<file path="src/rtl/agu_pkg.sv">
package agu_pkg;

    localparam int unsigned ADDR_W = 16;
    localparam int unsigned PAGE_W = 8;
    localparam int unsigned EXT_W  = PAGE_W + ADDR_W - 1;

    typedef enum logic [1:0] {
        UPD_LINEAR = 2'd0,
        UPD_MODULO = 2'd1,
        UPD_BITREV = 2'd2
    } upd_mode_e;

    typedef struct packed {
        logic dec;
        logic bsize;
    } step_req_t;

    typedef struct packed {
        logic [ADDR_W-1:0] first;
        logic [ADDR_W-1:0] last;
    } ring_t;

    // Reverse-carry addition over bits [W-1:1]; bit 0 kept.
    function automatic logic [ADDR_W-1:0] rev_carry_add(
        input logic [ADDR_W-1:0] a,
        input logic [ADDR_W-1:0] m
    );
        logic [ADDR_W-1:0] r;
        logic              c;
        r = a;
        c = 1'b0;
        for (int i = ADDR_W - 1; i >= 1; i--) begin
            r[i] = a[i] ^ m[i] ^ c;
            c    = (a[i] & m[i]) | (c & (a[i] ^ m[i]));
        end
        return r;
    endfunction

endpackage

</file>
<file path="src/rtl/agu_mode_sel.sv">
module agu_mode_sel
    import agu_pkg::*;
#(
    parameter bit HAS_BREV = 1'b1
) (
    input  logic      mod_en,
    input  logic      brev_en,
    output upd_mode_e mode
);
    generate
        if (HAS_BREV) begin : g_brev
            always_comb begin
                if (brev_en)     mode = UPD_BITREV;
                else if (mod_en) mode = UPD_MODULO;
                else             mode = UPD_LINEAR;
            end
        end else begin : g_nobrev
            logic unused_brev;
            assign unused_brev = brev_en;
            always_comb mode = mod_en ? UPD_MODULO : UPD_LINEAR;
        end
    endgenerate
endmodule

</file>
<file path="src/rtl/agu_next.sv">
module agu_next
    import agu_pkg::*;
(
    input  logic [ADDR_W-1:0] cur,
    input  step_req_t         req,
    input  upd_mode_e         mode,
    input  ring_t             ring,
    input  logic [ADDR_W-1:0] brev_step,
    output logic [ADDR_W-1:0] nxt
);
    localparam int unsigned SW = ADDR_W + 1;

    logic [SW-1:0]     step_w;
    logic [SW-1:0]     stepped;
    logic [ADDR_W-1:0] lin_val;
    logic [ADDR_W-1:0] mod_val;
    logic [ADDR_W-1:0] rev_val;
    logic              over_end;
    logic              under_start;

    always_comb begin
        step_w = req.bsize ? SW'(1) : SW'(2);
        if (req.dec) stepped = {1'b0, cur} - step_w;
        else         stepped = {1'b0, cur} + step_w;
        lin_val = stepped[ADDR_W-1:0];
    end

    // Compare the post-update value against the ring limits.
    always_comb begin
        over_end    = !req.dec && (stepped > {1'b0, ring.last});
        under_start = req.dec && (stepped[SW-1] || (stepped[ADDR_W-1:0] < ring.first));
        if (over_end)         mod_val = ring.first;
        else if (under_start) mod_val = ring.last;
        else                  mod_val = lin_val;
    end

    assign rev_val = rev_carry_add(cur, brev_step);

    always_comb begin
        unique case (mode)
            UPD_MODULO: nxt = mod_val;
            UPD_BITREV: nxt = rev_val;
            default:    nxt = lin_val;
        endcase
    end
endmodule

</file>
<file path="src/rtl/agu_window.sv">
module agu_window
    import agu_pkg::*;
(
    input  logic [ADDR_W-1:0] ea,
    input  logic              win_en,
    input  logic [PAGE_W-1:0] win_page,
    output logic [EXT_W-1:0]  acc_addr,
    output logic              win_hit
);
    always_comb begin
        win_hit = win_en && ea[ADDR_W-1];
        if (win_hit) acc_addr = {win_page, ea[ADDR_W-2:0]};
        else         acc_addr = {{(EXT_W-ADDR_W){1'b0}}, ea};
    end

    always_comb begin

        window_upper_chk: assert (!win_hit || acc_addr[EXT_W-1 -: PAGE_W] == win_page);
    end
endmodule

</file>
<file path="src/rtl/agu_core.sv">
module agu_core
    import agu_pkg::*;
#(
    parameter bit HAS_BREV = 1'b1
) (
    input  logic                clk,
    input  logic                rst,
    input  logic                load_vld,
    input  logic [ADDR_W-1:0]   load_addr,
    input  logic                upd_vld,
    input  logic                upd_dec,
    input  logic                upd_byte,
    input  logic                mod_en,
    input  logic                brev_en,
    input  logic [ADDR_W-1:0]   buf_start,
    input  logic [ADDR_W-1:0]   buf_end,
    input  logic [ADDR_W-1:0]   brev_step,
    input  logic                win_en,
    input  logic [PAGE_W-1:0]   win_page,
    output logic [ADDR_W-1:0]   ea,
    output logic [EXT_W-1:0]    acc_addr,
    output logic                win_hit
);
    upd_mode_e         mode;
    step_req_t         req;
    ring_t             ring;
    logic [ADDR_W-1:0] ptr_q;
    logic [ADDR_W-1:0] ptr_nxt;

    assign req  = '{dec: upd_dec, bsize: upd_byte};
    assign ring = '{first: buf_start, last: buf_end};

    agu_mode_sel #(.HAS_BREV(HAS_BREV)) u_mode (
        .mod_en  (mod_en),
        .brev_en (brev_en),
        .mode    (mode)
    );

    agu_next u_next (
        .cur       (ptr_q),
        .req       (req),
        .mode      (mode),
        .ring      (ring),
        .brev_step (brev_step),
        .nxt       (ptr_nxt)
    );

    always_ff @(posedge clk) begin
        if (rst)           ptr_q <= '0;
        else if (load_vld) ptr_q <= load_addr;
        else if (upd_vld)  ptr_q <= ptr_nxt;
    end

    assign ea = ptr_q;

    agu_window u_win (
        .ea       (ptr_q),
        .win_en   (win_en),
        .win_page (win_page),
        .acc_addr (acc_addr),
        .win_hit  (win_hit)
    );


    reset_clear_chk: assert property (@(posedge clk) rst |=> (ea == '0));


    load_take_chk: assert property (@(posedge clk) disable iff (rst)
        load_vld |=> (ea == $past(load_addr)));


    idle_hold_chk: assert property (@(posedge clk) disable iff (rst)
        (!load_vld && !upd_vld) |=> $stable(ea));


    ring_inside_chk: assert property (@(posedge clk) disable iff (rst)
        (!load_vld && upd_vld && mode == UPD_MODULO && ea >= buf_start && ea <= buf_end)
        |=> (ea >= $past(buf_start) && ea <= $past(buf_end)));


    brev_lsb_chk: assert property (@(posedge clk) disable iff (rst)
        (!load_vld && upd_vld && mode == UPD_BITREV) |=> (ea[0] == $past(ea[0])));


    window_low_chk: assert property (@(posedge clk) disable iff (rst)
        win_hit |-> (acc_addr[ADDR_W-2:0] == ea[ADDR_W-2:0]));
endmodule

</file>
<file path="config.mk">
export PLATFORM = sky130hd
export DESIGN_NAME = agu_core
export DESIGN_NICKNAME = d
export VERILOG_FILES = /design/src/rtl/agu_pkg.sv /design/src/rtl/agu_mode_sel.sv /design/src/rtl/agu_next.sv /design/src/rtl/agu_window.sv /design/src/rtl/agu_core.sv
export SDC_FILE = /design/constraint.sdc
export NUM_CORES = 1
export LEC_CHECK = 0
export CORE_ASPECT_RATIO = 0.6
export CORE_UTILIZATION = 30
export CTS_BUF_LIST = sky130_fd_sc_hd__clkbuf_4 sky130_fd_sc_hd__clkbuf_8
export DETAILED_ROUTE_END_ITERATION = 6
export GPL_TIMING_DRIVEN = 1
export SETUP_SLACK_MARGIN = 0.4
export SLEW_MARGIN = 20
export SYNTH_ARGS = -nofsm -noshare
export SYNTH_HDL_FRONTEND = slang
export SYNTH_SLANG_ARGS = --single-unit
export TNS_END_PERCENT = 50
</file>
<file path="constraint.sdc">
create_clock -name clk -period 15.7 [get_ports clk]
set_clock_uncertainty 0.1 [all_clocks]
set_input_delay 3.14 -clock clk [delete_from_list [all_inputs] [get_ports clk]]
set_output_delay 3.14 -clock clk [all_outputs]
set_load 0.02 [all_outputs]
</file>
Yosys cells after proc, flatten, opt, wreduce, memory -nomap -nowiden:

Index checks and enable logic that the tools add are counted.
Widths: inputs -> output; s select.

* register bits after elaboration: 16
* input port bits: 81
* output and inout port bits: 40
* word-level logic and storage cells: 95

* add/subtract/negate cells: 2
* magnitude comparators: 2
* eq/ne operators: 3
* muxes and demuxes: 10
* bitwise gates (word level): 69
* reduce and logical (&&, ||, !) cells: 7

Operators by type and width (count)
* $mux 16: 4
* $pmux 16 s2: 1
* $xor 1x1->1: 29
* $and 1x1->1: 27
* $mux 23: 1
* $add 16x17->17: 1
* $gt 17x16->1: 1
* $mux 17: 1
* $sub 16x17->17: 1
* $lt 16x16->1: 1
* $or 1x1->1: 13
* $mux 2: 2
* $logic_and 1x1->1: 3
* $eq 2x1->1 const B: 1
* $eq 2x2->1 const B: 1
* $ne 2x2->1 const B: 1
* $reduce_and 2->1: 1
* $reduce_bool 2->1: 1
* $logic_not 1->1: 1
* $logic_or 1x1->1: 1
* $mux 1: 1

Longest topological paths before layout:

* depth in word-level cells: 31
* mapped depth: 21

Modules after synthesis:

A second synthesis with hierarchy kept.

* cells, all modules: 453
* area, all modules: 3686.0 um2

Modules (own cells, without submodules)
* agu_next: times used 1, cells an instance 355, area each 2685.1 um2, sequential area each 0.0 um2
* agu_core: times used 1, cells an instance 71, area each 805.8 um2, sequential area each 320.3 um2
* agu_window: times used 1, cells an instance 25, area each 173.9 um2, sequential area each 0.0 um2
* agu_mode_sel: times used 1, cells an instance 2, area each 21.3 um2, sequential area each 0.0 um2

Least setup slack after synthesis:

No wires, ideal clock.

* kind: input port to flip-flop
* start point: in brev_step[15]
* end point: reg ptr_q[1], in the netlist ea[1]
* library setup time: 0.130 ns
* data arrival time: 8.925 ns
* required time: 15.470 ns
* setup slack: 6.545 ns
* cell stages on the path: 21
* buffers on the path: 0
* path through: ha_1 > inv_1 > fa_1 > fa_1 > fa_1 > fa_1 > fa_1 > fa_1 > fa_1 > fa_1 > fa_1 > fa_1 > fa_1 > fa_1 > fa_1 > xnor2_1 > a21oi_1 > a311oi_1 > a211oi_1 > a21oi_1 > o22ai_1

* longest elaborated chain between the ends: 31

RTL lines
* start: declaration: RTL line agu_core.sv:17 `input logic [ADDR_W-1:0] brev_step,`
* $and 1x1->1 (2 in series): RTL line agu_pkg.sv:34 `c = (a[i] & m[i]) | (c & (a[i] ^ m[i]));`
* $or 1x1->1: RTL line agu_pkg.sv:34
* $and 1x1->1: RTL line agu_pkg.sv:34
* $or 1x1->1: RTL line agu_pkg.sv:34
* $and 1x1->1: RTL line agu_pkg.sv:34
* $or 1x1->1: RTL line agu_pkg.sv:34
* $and 1x1->1: RTL line agu_pkg.sv:34
* $or 1x1->1: RTL line agu_pkg.sv:34
* [14 not listed]
* $and 1x1->1: RTL line agu_pkg.sv:34
* $or 1x1->1: RTL line agu_pkg.sv:34
* $and 1x1->1: RTL line agu_pkg.sv:34
* $or 1x1->1: RTL line agu_pkg.sv:34
* $xor 1x1->1: RTL line agu_pkg.sv:33 `r[i] = a[i] ^ m[i] ^ c;`
* $pmux 16 s2: RTL line agu_next.sv:40 `unique case (mode)`
* $mux 16: RTL line agu_core.sv:51 `else if (upd_vld) ptr_q <= ptr_nxt;`
* $mux 16: RTL line agu_core.sv:50 `else if (load_vld) ptr_q <= load_addr;`
* end signal: assignment: RTL line agu_core.sv:50
* end signal: assignment: RTL line agu_core.sv:51
* end: declaration: RTL line agu_core.sv:27 `logic [ADDR_W-1:0] ptr_q;`

No other way between the ends. The select of a mux whose other input is x is not followed.
A chain may end at the register's enable or synchronous reset.

Worst setup path in the final report:

Ends and elaborated chain as after synthesis.

==> results.py <==
metrics = {
    "outcome": {
        "status": "finished, final reports clean",
    },
    "route": {
        "drt_iter0_drc": 332,
        "num_vias": 4234,
        "wl_per_cell_um": 17.2,
        "wirelength_um": 13000,
        "drc": 0,
        "via_per_inst": 5.59,
        "firstDrtPassIters": 6,
        "drt.antenna.violating_nets": 0,
    },
    "final_layout": {
        "syn_to_final_growth_pct": 34.5,
        "layout-drive-gt1-share_pct": 4.01,
        "n_antenna_cell": 0,
        "register_area_um2": 320,
        "regMostFlops": "ea",
        "nets": 743,
        "reg_top3": "ea: 16 flops",
        "largest_register_ffs": 16,
        "final_common_cell": "clkdlybuf4s50_1",
        "multi_input_area_um2": 2870,
        "fin_cells": 758,
        "nFillCells": 1182,
        "final_cell_mix": "clkdlybuf4s50_1 (119), inv_1 (73), ha_1 (48)",
        "utilization_pct": 42.4,
    },
    "timing": {
        "worst_pin_slew_ns": 0.750,
        "finalCritPeriodShare_pct": 62.3,
        "period_needed_ns": 9.78,
        "fin_tns_setup_ns": 0,
        "rsz0062_at_grt": "false",
        "setup_viol": 0,
        "drv_slew": 0,
        "slew_headroom_pct": 49.9,
        "hold_viol": 0,
        "fmax_ghz": 0.102,
    },
    "clocking": {
        "cts_buffers": 3,
        "cts_setup_buffers": 0,
        "root_buffer": "clkbuf_8",
        "post_cts_resized": 0,
        "cts_tree": "done",
        "clk_pin_slew_ns": 0.06,
        "cts_hold_buf": 0,
        "clock_path_buffers": 2,
        "cts_max_level": 1,
        "cts_sinks": 16,
        "clk_latency_ns": 0.25,
    },
    "die": {
        "die_area_um2": 12700,
        "num_io_pins": 121,
        "dieWidth_um": 145,
        "core_um2": 11600,
        "initial_core_util_pct": 31.6,
        "num_rows": 30,
        "die_y_um": 87.6,
    },
    "synthesis": {
        "synth.top_cell.area_share_pct": 16.4,
        "synth_edf_count": 0,
        "ys_ff_latch": 16,
        "synth-seq-area-share_pct": 8.75,
        "synth_flop_cell": "dfxtp_1",
        "syn_area_per_cell_um2": 7.23,
        "yosysUniqueCellTypes": 64,
        "yosys_warnings": 0,
        "yosys.area.top_type": "ha_1",
        "syn_area_um2": 3660,
        "async_flop_share_pct": 0,
        "synth_nets": 649,
        "synthesis.instances": 506,
        "ys_top_cells_by_area": "ha_1 (16%), dfxtp_1 (8.8%), fa_1 (7.7%), inv_1 (7.5%), a21oi_1 (6.0%)",
    },
    "power_and_ir_drop": {
        "p_comb_share_pct": 74.6,
        "power_leakage_nw": 2.11,
        "power.share.clock_pct": 9.7,
        "intPower_uw": 165,
        "p_sw_uw": 160,
        "ir_drop_mv": 0.0307,
        "pwr_density_cell_nw_per_um2": 66.1,
        "seq_power_share_pct": 15.6,
        "power_switching_share_pct": 49.3,
    },
    "setup_path": {
        "cp_slowest_cell": "clkdlybuf4s50_1",
        "reg2reg_slack_ns": 8.66,
        "critPathTopFamily": "adder cells",
        "cp-start-kind": "primary input",
        "crit_top_cell": "fa_1",
        "path_class": "in2reg",
        "crit_path_end_kind": "register",
        "arrival_ns": 9.78,
        "path_max_fanout": 2,
        "cp_cell_sequence": "clkdlybuf4s50_1 > ha_1 > inv_1 > fa_1 > fa_1 > fa_1 > fa_1 > fa_1 > fa_1 > fa_1 > fa_1 > fa_1 > fa_1 > fa_1 > fa_1 > fa_1 > xnor2_1 > a21oi_1 > a311oi_1 > a211oi_1 > a21oi_1 > o22ai_1",
        "max_stage_delay_ns": 0.47,
        "crit_required_ns": 15.70,
        "crit_buf_inv": 2,
    },
    "global_route": {
        "grt_pass1_wl_um": 19600,
        "grt_max_degree": 29,
        "antenna_found_initial": 0,
        "grt_overflow_total": 0,
        "grt_pass1_vias": 3825,
        "grt.total_usage_pct": 20.2,
    },
    "placement": {
        "dp_cells": 755,
        "globalplace.congestion": 0.950,
        "dp_hpwl_um": 10900,
        "port_buffers": 119,
    },
    "worst_hold_path": {
        "worstHoldPathType": "reg2reg",
    },
    "run": {
        "maxCapViolCount": 0,
    },
}
[synth_stat cells, drive strengths merged, types with 2 or more instances]
master   number
o31ai         7
a221oi        4
xor2          3
a21oi        46
o31a          5
nand2        41
a31oi         5
or2           3
o21a         11
a2111o        2
xnor2         5
o211ai        5
nand4         9
ha           48
o41ai         2
o32ai         2
a211oi       17
inv          73
nor3         12
nor2         23
dfxtp        16
clkbuf       16
o311ai        4
nor2b         5
a31o          3
a311oi        3
buf          18
or3           3
nand2b        2
o22ai        11
fa           14
a2111oi       2
a211o         4
and2          4
and3         14
nand3        12
o21ai        30
a21o          4
o2111a        2
a32oi         2
or4           2
[logic make-up after synthesis]
family	Yosys count	share of synthesized area, %
compound gates	180	34.3
simple gates	132	17.7
buf+inv	107	12.9
fa+ha+maj	62	24.1
flops	16	8.75
xor+xnor	8	1.91
mux	1	0.274
[tightest hold or removal path: stages (launching register included)]
cell	delay, ns
dfxtp_1	0.36
o21ai_0	0.17
o22ai_1	0.07
[path summary, 6_finish.rpt]
check,from,cells past startpoint,to
worst max-delay path,brev_step[15],22,ea[1]$_SDFFE_PP0P_
worst min register to register,ea[8]$_SDFFE_PP0P_,2,ea[8]$_SDFFE_PP0P_
worst min-delay path,ea[8]$_SDFFE_PP0P_,2,ea[8]$_SDFFE_PP0P_
worst max register to register,ea[15]$_SDFFE_PP0P_,21,ea[1]$_SDFFE_PP0P_
[metrics by stage]
step	worst slack, ns	hold slack, ns	instance area (µm²)	power, mW
global placement	5.74	0.523	4880	0.284
finish	5.92	0.542	4920	0.325
CTS	5.88	0.545	4920	0.322
floorplan	6.54	0.567	3660	0.212
global route	5.60	0.583	4920	0.351
detailed placement	5.62	0.538	4880	0.290
[final cells by class]
cell class	count	share of cell area [%]
Tap cell	160	4.07
Inverter	73	5.57
Clock buffer	3	0.839
Timing Repair Buffer	123	24.8
Multi-Input combinational cell	383	58.2
Sequential cell	16	6.51
[layer usage]
metal | vias to the layer above | track usage, % | part of all wire (%) | routed length [µm]
met5 | - | 0 | 0 | 0
met4 | 0 | 3.92 | 1.6 | 208
met3 | 24 | 4.21 | 9.8 | 1280
met2 | 231 | 31.5 | 42 | 5410
met1 | 1957 | 28.8 | 47 | 6130
li1 | 2022 | - | - | -
[power by group through the flow]
stage                     registers, mW  logic, mW  clock network, mW
final                            0.0508      0.243             0.0317
after global routing             0.0516      0.266             0.0330
after CTS                        0.0510      0.239             0.0316
after detailed placement         0.0518      0.238                  0
after global placement           0.0517      0.232                  0
after floorplan                  0.0540      0.157                  0
Power figures use the tool's default switching activity.
